[config.mk]
export PLATFORM = sky130hd
export DESIGN_NAME = boot_seq_top
export DESIGN_NICKNAME = d
export VERILOG_FILES = /design/src/rtl/boot_seq_pkg.sv /design/src/rtl/boot_strap_decode.sv /design/src/rtl/boot_cfg_decode.sv /design/src/rtl/boot_bus_regs.sv /design/src/rtl/boot_seq_top.sv
export SDC_FILE = /design/constraint.sdc
export NUM_CORES = 1
export LEC_CHECK = 0
export ABC_AREA = 1
export CAP_MARGIN = 15
export CELL_PAD_IN_SITES_DETAIL_PLACEMENT = 0
export CELL_PAD_IN_SITES_GLOBAL_PLACEMENT = 2
export CORE_UTILIZATION = 19
export CTS_CLUSTER_SIZE = 14
export DETAILED_ROUTE_END_ITERATION = 10
export PLACE_DENSITY = 0.91
export SYNTH_ARGS = -nofsm -noshare
export SYNTH_HDL_FRONTEND = slang
export SYNTH_SLANG_ARGS = --single-unit
[constraint.sdc]
create_clock -name clk_i -period 5.03 [get_ports clk_i]
set_clock_uncertainty 0.15 [all_clocks]
set_input_delay 1.2575 -clock clk_i [delete_from_list [all_inputs] [get_ports clk_i]]
set_output_delay 1.2575 -clock clk_i [all_outputs]
set_load 0.03 [all_outputs]
[src/rtl/boot_seq_pkg.sv]
package boot_seq_pkg;

  typedef enum logic [2:0] {
    ST_IDLE, ST_DECODE, ST_CFG_READ, ST_CFG_APPLY, ST_FETCH, ST_DONE, ST_HALT
  } boot_state_e;

  typedef enum logic [1:0] {
    PATH_EXT, PATH_FLASH, PATH_SERIAL, PATH_HALT
  } boot_path_e;

  localparam logic [1:0] BW_8  = 2'd0;
  localparam logic [1:0] BW_16 = 2'd1;
  localparam logic [1:0] BW_32 = 2'd2;

  localparam int unsigned CFG_BITS = 7;

  typedef struct packed {
    logic [1:0] width;
    logic [3:0] waits;
    logic       burst;
  } bus_cfg_t;

endpackage

[src/rtl/boot_strap_decode.sv]
module boot_strap_decode
  import boot_seq_pkg::*;
#(
  parameter int unsigned      STRAP_W      = 4,
  parameter logic [STRAP_W-1:0] CODE_EXT    = 4'h0,
  parameter logic [STRAP_W-1:0] CODE_FLASH  = 4'h1,
  parameter logic [STRAP_W-1:0] CODE_SERIAL = 4'h2
) (
  input  logic               brk_ni,
  input  logic [STRAP_W-1:0] strap_i,
  output boot_path_e         path_o
);

  always_comb begin
    if (!brk_ni)                    path_o = PATH_HALT;
    else if (strap_i == CODE_EXT)   path_o = PATH_EXT;
    else if (strap_i == CODE_FLASH) path_o = PATH_FLASH;
    else if (strap_i == CODE_SERIAL) path_o = PATH_SERIAL;
    else                            path_o = PATH_HALT;
  end

endmodule

[src/rtl/boot_cfg_decode.sv]
module boot_cfg_decode
  import boot_seq_pkg::*;
#(
  parameter logic [3:0] CONS_WAIT = 4'd15
) (
  input  logic [CFG_BITS-1:0] word_i,
  output bus_cfg_t            cfg_o
);

  logic [1:0] raw_width;
  logic [3:0] raw_wait;
  logic       raw_burst;

  assign raw_width = word_i[1:0];
  assign raw_wait  = word_i[5:2];
  assign raw_burst = word_i[6];

  always_comb begin
    cfg_o.width = (raw_width == 2'd3) ? BW_16 : raw_width;
    cfg_o.waits = (raw_wait == 4'd0) ? CONS_WAIT : raw_wait;
    // burst is meaningless on a byte-wide bus
    cfg_o.burst = raw_burst && (cfg_o.width != BW_8);
  end

endmodule

[src/rtl/boot_bus_regs.sv]
module boot_bus_regs
  import boot_seq_pkg::*;
#(
  parameter logic [3:0] CONS_WAIT = 4'd15
) (
  input  logic     clk_i,
  input  logic     rst_ni,
  input  logic     load_i,
  input  bus_cfg_t cfg_i,
  output bus_cfg_t cfg_o
);

  localparam bus_cfg_t CONS_CFG = '{width: BW_16, waits: CONS_WAIT, burst: 1'b0};

  always_ff @(posedge clk_i or negedge rst_ni) begin
    if (!rst_ni)     cfg_o <= CONS_CFG;
    else if (load_i) cfg_o <= cfg_i;
  end

  p_hold_r8: assert property (@(posedge clk_i) disable iff (!rst_ni)
    !load_i |=> $stable(cfg_o));

  p_wait_nonzero_r7: assert property (@(posedge clk_i) disable iff (!rst_ni)
    cfg_o.waits != 4'd0);

  p_width_legal_r7: assert property (@(posedge clk_i) disable iff (!rst_ni)
    cfg_o.width != 2'd3);

endmodule

[src/rtl/boot_seq_top.sv]
module boot_seq_top
  import boot_seq_pkg::*;
#(
  parameter int unsigned ADDR_W      = 32,
  parameter int unsigned DATA_W      = 32,
  parameter int unsigned STRAP_W     = 4,
  parameter logic [3:0]  CONS_WAIT   = 4'd15,
  parameter logic [ADDR_W-1:0] FLASH_BASE  = 32'hA000_0000,
  parameter logic [ADDR_W-1:0] SERIAL_BASE = 32'hD400_0000,
  parameter logic [ADDR_W-1:0] EXT_BASE    = 32'hA100_0000,
  parameter logic [ADDR_W-1:0] CFG_OFFSET  = 32'h0000_0004
) (
  input  logic               clk_i,
  input  logic               rst_ni,
  input  logic               dbg_break_ni,
  input  logic [STRAP_W-1:0] strap_i,
  output logic               mem_req_o,
  output logic [ADDR_W-1:0]  mem_addr_o,
  output logic               mem_cs0_o,
  output logic [1:0]         mem_width_o,
  output logic [3:0]         mem_wait_o,
  output logic               mem_burst_o,
  input  logic               mem_ack_i,
  input  logic [DATA_W-1:0]  mem_rdata_i,
  output logic [ADDR_W-1:0]  start_addr_o,
  output logic               start_valid_o,
  output logic               halt_o
);

  localparam logic [ADDR_W-1:0] CFG_ADDR = EXT_BASE + CFG_OFFSET;

  boot_state_e         state_q, state_d;
  logic [STRAP_W-1:0]  strap_q;
  logic                brk_q;
  logic [CFG_BITS-1:0] cfg_word_q;
  logic [ADDR_W-1:0]   start_addr_q;
  logic                start_valid_q;
  boot_path_e          path;
  bus_cfg_t            cfg_dec, cfg_cur;
  logic                cfg_load;

  boot_strap_decode #(.STRAP_W(STRAP_W)) u_strap (
    .brk_ni (brk_q),
    .strap_i(strap_q),
    .path_o (path)
  );

  boot_cfg_decode #(.CONS_WAIT(CONS_WAIT)) u_cfg_dec (
    .word_i(cfg_word_q),
    .cfg_o (cfg_dec)
  );

  assign cfg_load = (state_q == ST_CFG_APPLY);

  boot_bus_regs #(.CONS_WAIT(CONS_WAIT)) u_bus_regs (
    .clk_i (clk_i),
    .rst_ni(rst_ni),
    .load_i(cfg_load),
    .cfg_i (cfg_dec),
    .cfg_o (cfg_cur)
  );

  always_comb begin
    state_d = state_q;
    unique case (state_q)
      ST_IDLE:   state_d = ST_DECODE;
      ST_DECODE: begin
        unique case (path)
          PATH_EXT:    state_d = ST_CFG_READ;
          PATH_FLASH,
          PATH_SERIAL: state_d = ST_DONE;
          default:     state_d = ST_HALT;
        endcase
      end
      ST_CFG_READ:  if (mem_ack_i) state_d = ST_CFG_APPLY;
      ST_CFG_APPLY: state_d = ST_FETCH;
      ST_FETCH:     if (mem_ack_i) state_d = ST_DONE;
      ST_DONE:      state_d = ST_DONE;
      ST_HALT:      state_d = ST_HALT;
      default:      state_d = ST_HALT;
    endcase
  end

  always_ff @(posedge clk_i or negedge rst_ni) begin
    if (!rst_ni) begin
      state_q       <= ST_IDLE;
      strap_q       <= '0;
      brk_q         <= 1'b1;
      cfg_word_q    <= '0;
      start_addr_q  <= '0;
      start_valid_q <= 1'b0;
    end else begin
      state_q       <= state_d;
      start_valid_q <= (state_d == ST_DONE) && (state_q != ST_DONE);
      if (state_q == ST_IDLE) begin
        strap_q <= strap_i;
        brk_q   <= dbg_break_ni;
      end
      if (state_q == ST_CFG_READ && mem_ack_i)
        cfg_word_q <= mem_rdata_i[CFG_BITS-1:0];
      if (state_q == ST_DECODE && path == PATH_FLASH)  start_addr_q <= FLASH_BASE;
      if (state_q == ST_DECODE && path == PATH_SERIAL) start_addr_q <= SERIAL_BASE;
      if (state_q == ST_FETCH && mem_ack_i)            start_addr_q <= EXT_BASE;
    end
  end

  assign mem_req_o     = (state_q == ST_CFG_READ) || (state_q == ST_FETCH);
  assign mem_addr_o    = (state_q == ST_CFG_READ) ? CFG_ADDR : EXT_BASE;
  assign mem_cs0_o     = mem_req_o;
  assign mem_width_o   = cfg_cur.width;
  assign mem_wait_o    = cfg_cur.waits;
  assign mem_burst_o   = cfg_cur.burst;
  assign start_addr_o  = start_addr_q;
  assign start_valid_o = start_valid_q;
  assign halt_o        = (state_q == ST_HALT);

  p_path_frozen_r1: assert property (@(posedge clk_i) disable iff (!rst_ni)
    (state_q != ST_IDLE) |=> $stable(path));

  p_halt_sticky_r3: assert property (@(posedge clk_i) disable iff (!rst_ni)
    halt_o |=> (halt_o && !mem_req_o && !start_valid_o));

  p_cfg_read_safe_r6: assert property (@(posedge clk_i) disable iff (!rst_ni)
    (state_q == ST_CFG_READ) |-> (mem_width_o == BW_16 && mem_wait_o == CONS_WAIT
                                  && !mem_burst_o));

  p_fetch_after_apply_r8: assert property (@(posedge clk_i) disable iff (!rst_ni)
    (state_q == ST_FETCH) |-> ($past(state_q) == ST_CFG_APPLY || $past(state_q) == ST_FETCH));

  p_start_pulse_r10: assert property (@(posedge clk_i) disable iff (!rst_ni)
    start_valid_o |=> !start_valid_o);

  p_valid_addr_r8: assert property (@(posedge clk_i) disable iff (!rst_ni)
    start_valid_o |-> (start_addr_o != '0));

endmodule

==> results.cfg <==
[floorplanning]
initial_core_utilization_pct = 19.92
io_pins = 115
fp.dieW_um = 95.27
rows = 33
floorplan.core_area_um2 = 8299
floorplan.die.height_um = 95.27
total_die_area_um2 = 9076

[synthesis]
yosysSeqAreaShare_pct = 41.33
synthFlopType = dfrtp_1
yosys_register_bits = 27
synth_mux_area_share_pct = 0
synth_area_leader_cell = dfrtp_1
ys_top_cells_by_area = dfrtp_1, buf_4, nand2_1
synth_top_area_share_pct = 31.79
synth-warning-count = 0
summed_instance_area_of_the_synthesized_netlist_um2 = 1653
yosysUniqueCellTypes = 20
largest_family_of_logic_cells_by_synthesized_area = buffers and inverters
netlist_instances = 202
synth-xor-area-share_pct = 0
synth-compound-area-share_pct = 3.331
yosys.area_share.simple_pct = 22.79
synth-adder-area-share_pct = 2.271
syn-mean-instance-area_um2 = 8.182
async_flop_share_pct = 100.0
post_synth_most_frequent_cells = buf_4, nand2_1, dfrtp_1
synth-edff-count = 0
synthMostInstantiatedCell = buf_4

[grt]
top_usage_layer = met2
grt.met2_usage_pct = 11.19
grt_use_total_pct = 6.577
met1_usage_pct = 8.191
first_global_vias = 981
met3_usage_pct = 2.313
grt_max_degree = 16
first_pass_grt_wire_length_um = 4609
antenna_found_initial = 0
grt_overflow = 0

[timing]
final_critical_path_setup_slack_ps = 1502
finalCritPeriodShare_pct = 70.14
finalCriticalPeriod_ps = 3528
finalSetupViolCount = 0
rsz0062_at_grt = false
finalHoldWorstSlack_ps = 331.4
slew_viol_final = 0
slew_headroom_pct = 57.42
worst_pin_slew_ps = 636.8
hold_viol = 0
summed_negative_setup_slack_over_all_endpoints_ps = 0
fmax_mhz = 283.5

[drt]
antenna_left = 0
first_iter_violations = 37
route.detailed.vias_per_inst = 3.297
drt-pass1-iter-count = 4
wirelength_um = 2971
post_drt_wl_per_cell_um = 8.816
routed-via-count = 1111
drc_errors = 0

[critical_path]
critical_path.endpoint_type = output port
crit_family = buffers and inverters
slowest_delay_ps = 730
worst-setup-path-type = flip-flop to output port
slowest_stage = clkdlybuf4s50_1
timing.reg2reg.setup_slack_ps = 3040
path_buf_inv = 2
crit_path_max_fanout = 8
critical_path_arrival_ps = 2120
timing.critical_path.cells = nor2_2 -> inv_1 -> o21ai_0 -> clkdlybuf4s50_1
startpoint_type = flip-flop
critical_path_required_ps = 3620

[clocking]
cts_tree = done
post_cts.repair.setup_buffers = 0
cts_inserted_buffers = 3
cts_max_level = 1
cts_repair_resize_count = 0
numClockSinks = 27
insertion_delay_ps = 270
clock_path_buffers = 2
cts_hold_repair.buffers = 0
clock_slew_at_reported_path_ffs_ps = 90
cts_root_buf = clkbuf_8

[min_path]
hold_path_class = flip-flop to flip-flop

[finish]
fin_nets = 276
finalInstanceArea_um2 = 1906
layout_cells_sized_above_1_pct = 7.328
layout.core_utilization_pct = 22.96
syn2layout_area_growth_pct = 15.29
antennaDiodeCount = 0

[status]
outcome = completed

[placed_design]
dpl.hpwl_um = 2377
gp_routability_congestion = 0.7366
dp_slack_ps = 1744
placed_area_um2 = 1859
port-buffer-count = 32

[power]
cellPowerDensity_nw_per_um2 = 216.2
power.static_leakage_nw = 0.9261
power.ir.vdd_worst_mv = 0.08121

[run]
maxCapViolations = 0
## final timing paths
kind                                 startpoint                            to  depth (start not counted)
max                        state_q[1]$_DFF_PN0_                     mem_req_o                          4
min                           brk_q$_DFFE_PN1P_             brk_q$_DFFE_PN1P_                          2
max reg2reg                   brk_q$_DFFE_PN1P_  start_addr_o[31]$_DFFE_PN0P_                          8
min reg2reg                   brk_q$_DFFE_PN1P_             brk_q$_DFFE_PN1P_                          2
max in group asynchronous                rst_ni             brk_q$_DFFE_PN1P_                          2
min in group asynchronous                rst_ni     cfg_word_q[2]$_DFFE_PN0P_                          1
## power by group
group	switching (mW)	internal (mW)
clock network	0.0663	0.0555
logic	0.0631	0.0100
registers	0	0.217
## per-stage QoR
step	power, mW	instances
floorplan	0.3117	257
global placement	0.2940	333
detailed placement	0.2940	333
CTS	0.4171	337
global route	0.4299	337
finish	0.4120	337
## cells by family after synthesis
family / Yosys count
simple gates: 89
buf+inv: 71
flops: 27
compound gates: 10
fa+ha+maj: 3
other cells: 2
## registers in the layout, summed over array words and instances (netlist names)
signal and flops:
state_q 3, brk_q 1, strap_q 4, cfg_word_q 7, start_addr_o 4, start_valid_o 1, u_bus_regs.cfg_o 7
## layout by cell type, fill, tap and decap left out
| cell type | n |
|---|---|
| inv_2 | 2 |
| dfrtp_1 | 21 |
| clkinv_2 | 1 |
| or2_2 | 1 |
| o211ai_1 | 2 |
| or2_1 | 1 |
| a21oi_1 | 4 |
| nor2_1 | 18 |
| conb_1 | 57 |
| nor2_4 | 1 |
| buf_4 | 1 |
| o21ai_0 | 4 |
| nand3_1 | 18 |
| clkdlybuf4s50_1 | 32 |
| clkbuf_8 | 3 |
| dfstp_2 | 6 |
| ha_1 | 3 |
| nand2_1 | 47 |
| nor2_2 | 2 |
| nand4_1 | 1 |
| inv_1 | 7 |
## worst reg2reg max path: stages, from the launching register on
cell	delay, ps
dfstp_2	540
nand2_1	70
nor2_1	170
inv_1	60
ha_1	180
or2_2	290
nand2_1	130
nand2_1	80
or2_1	210
## cell type report
class / instances / area [um2]
timing repair buffer: 33 / 327.8
fill: 936 / 6394
multi-input combinational: 159 / 683.2
clock inverter: 1 / 5.005
inverter: 9 / 33.78
tap: 105 / 131.4
sequential: 27 / 683.2
clock buffer: 3 / 41.29
## layer usage
layer	wire length (um)	vias up	part of all wire (%)
met5	0	-	0
met4	10	0	0.34
met3	214	2	7.2
met2	1445	46	49
met1	1301	492	44
li1	-	571	-
Note: power is estimated with default switching activity, not from simulation.
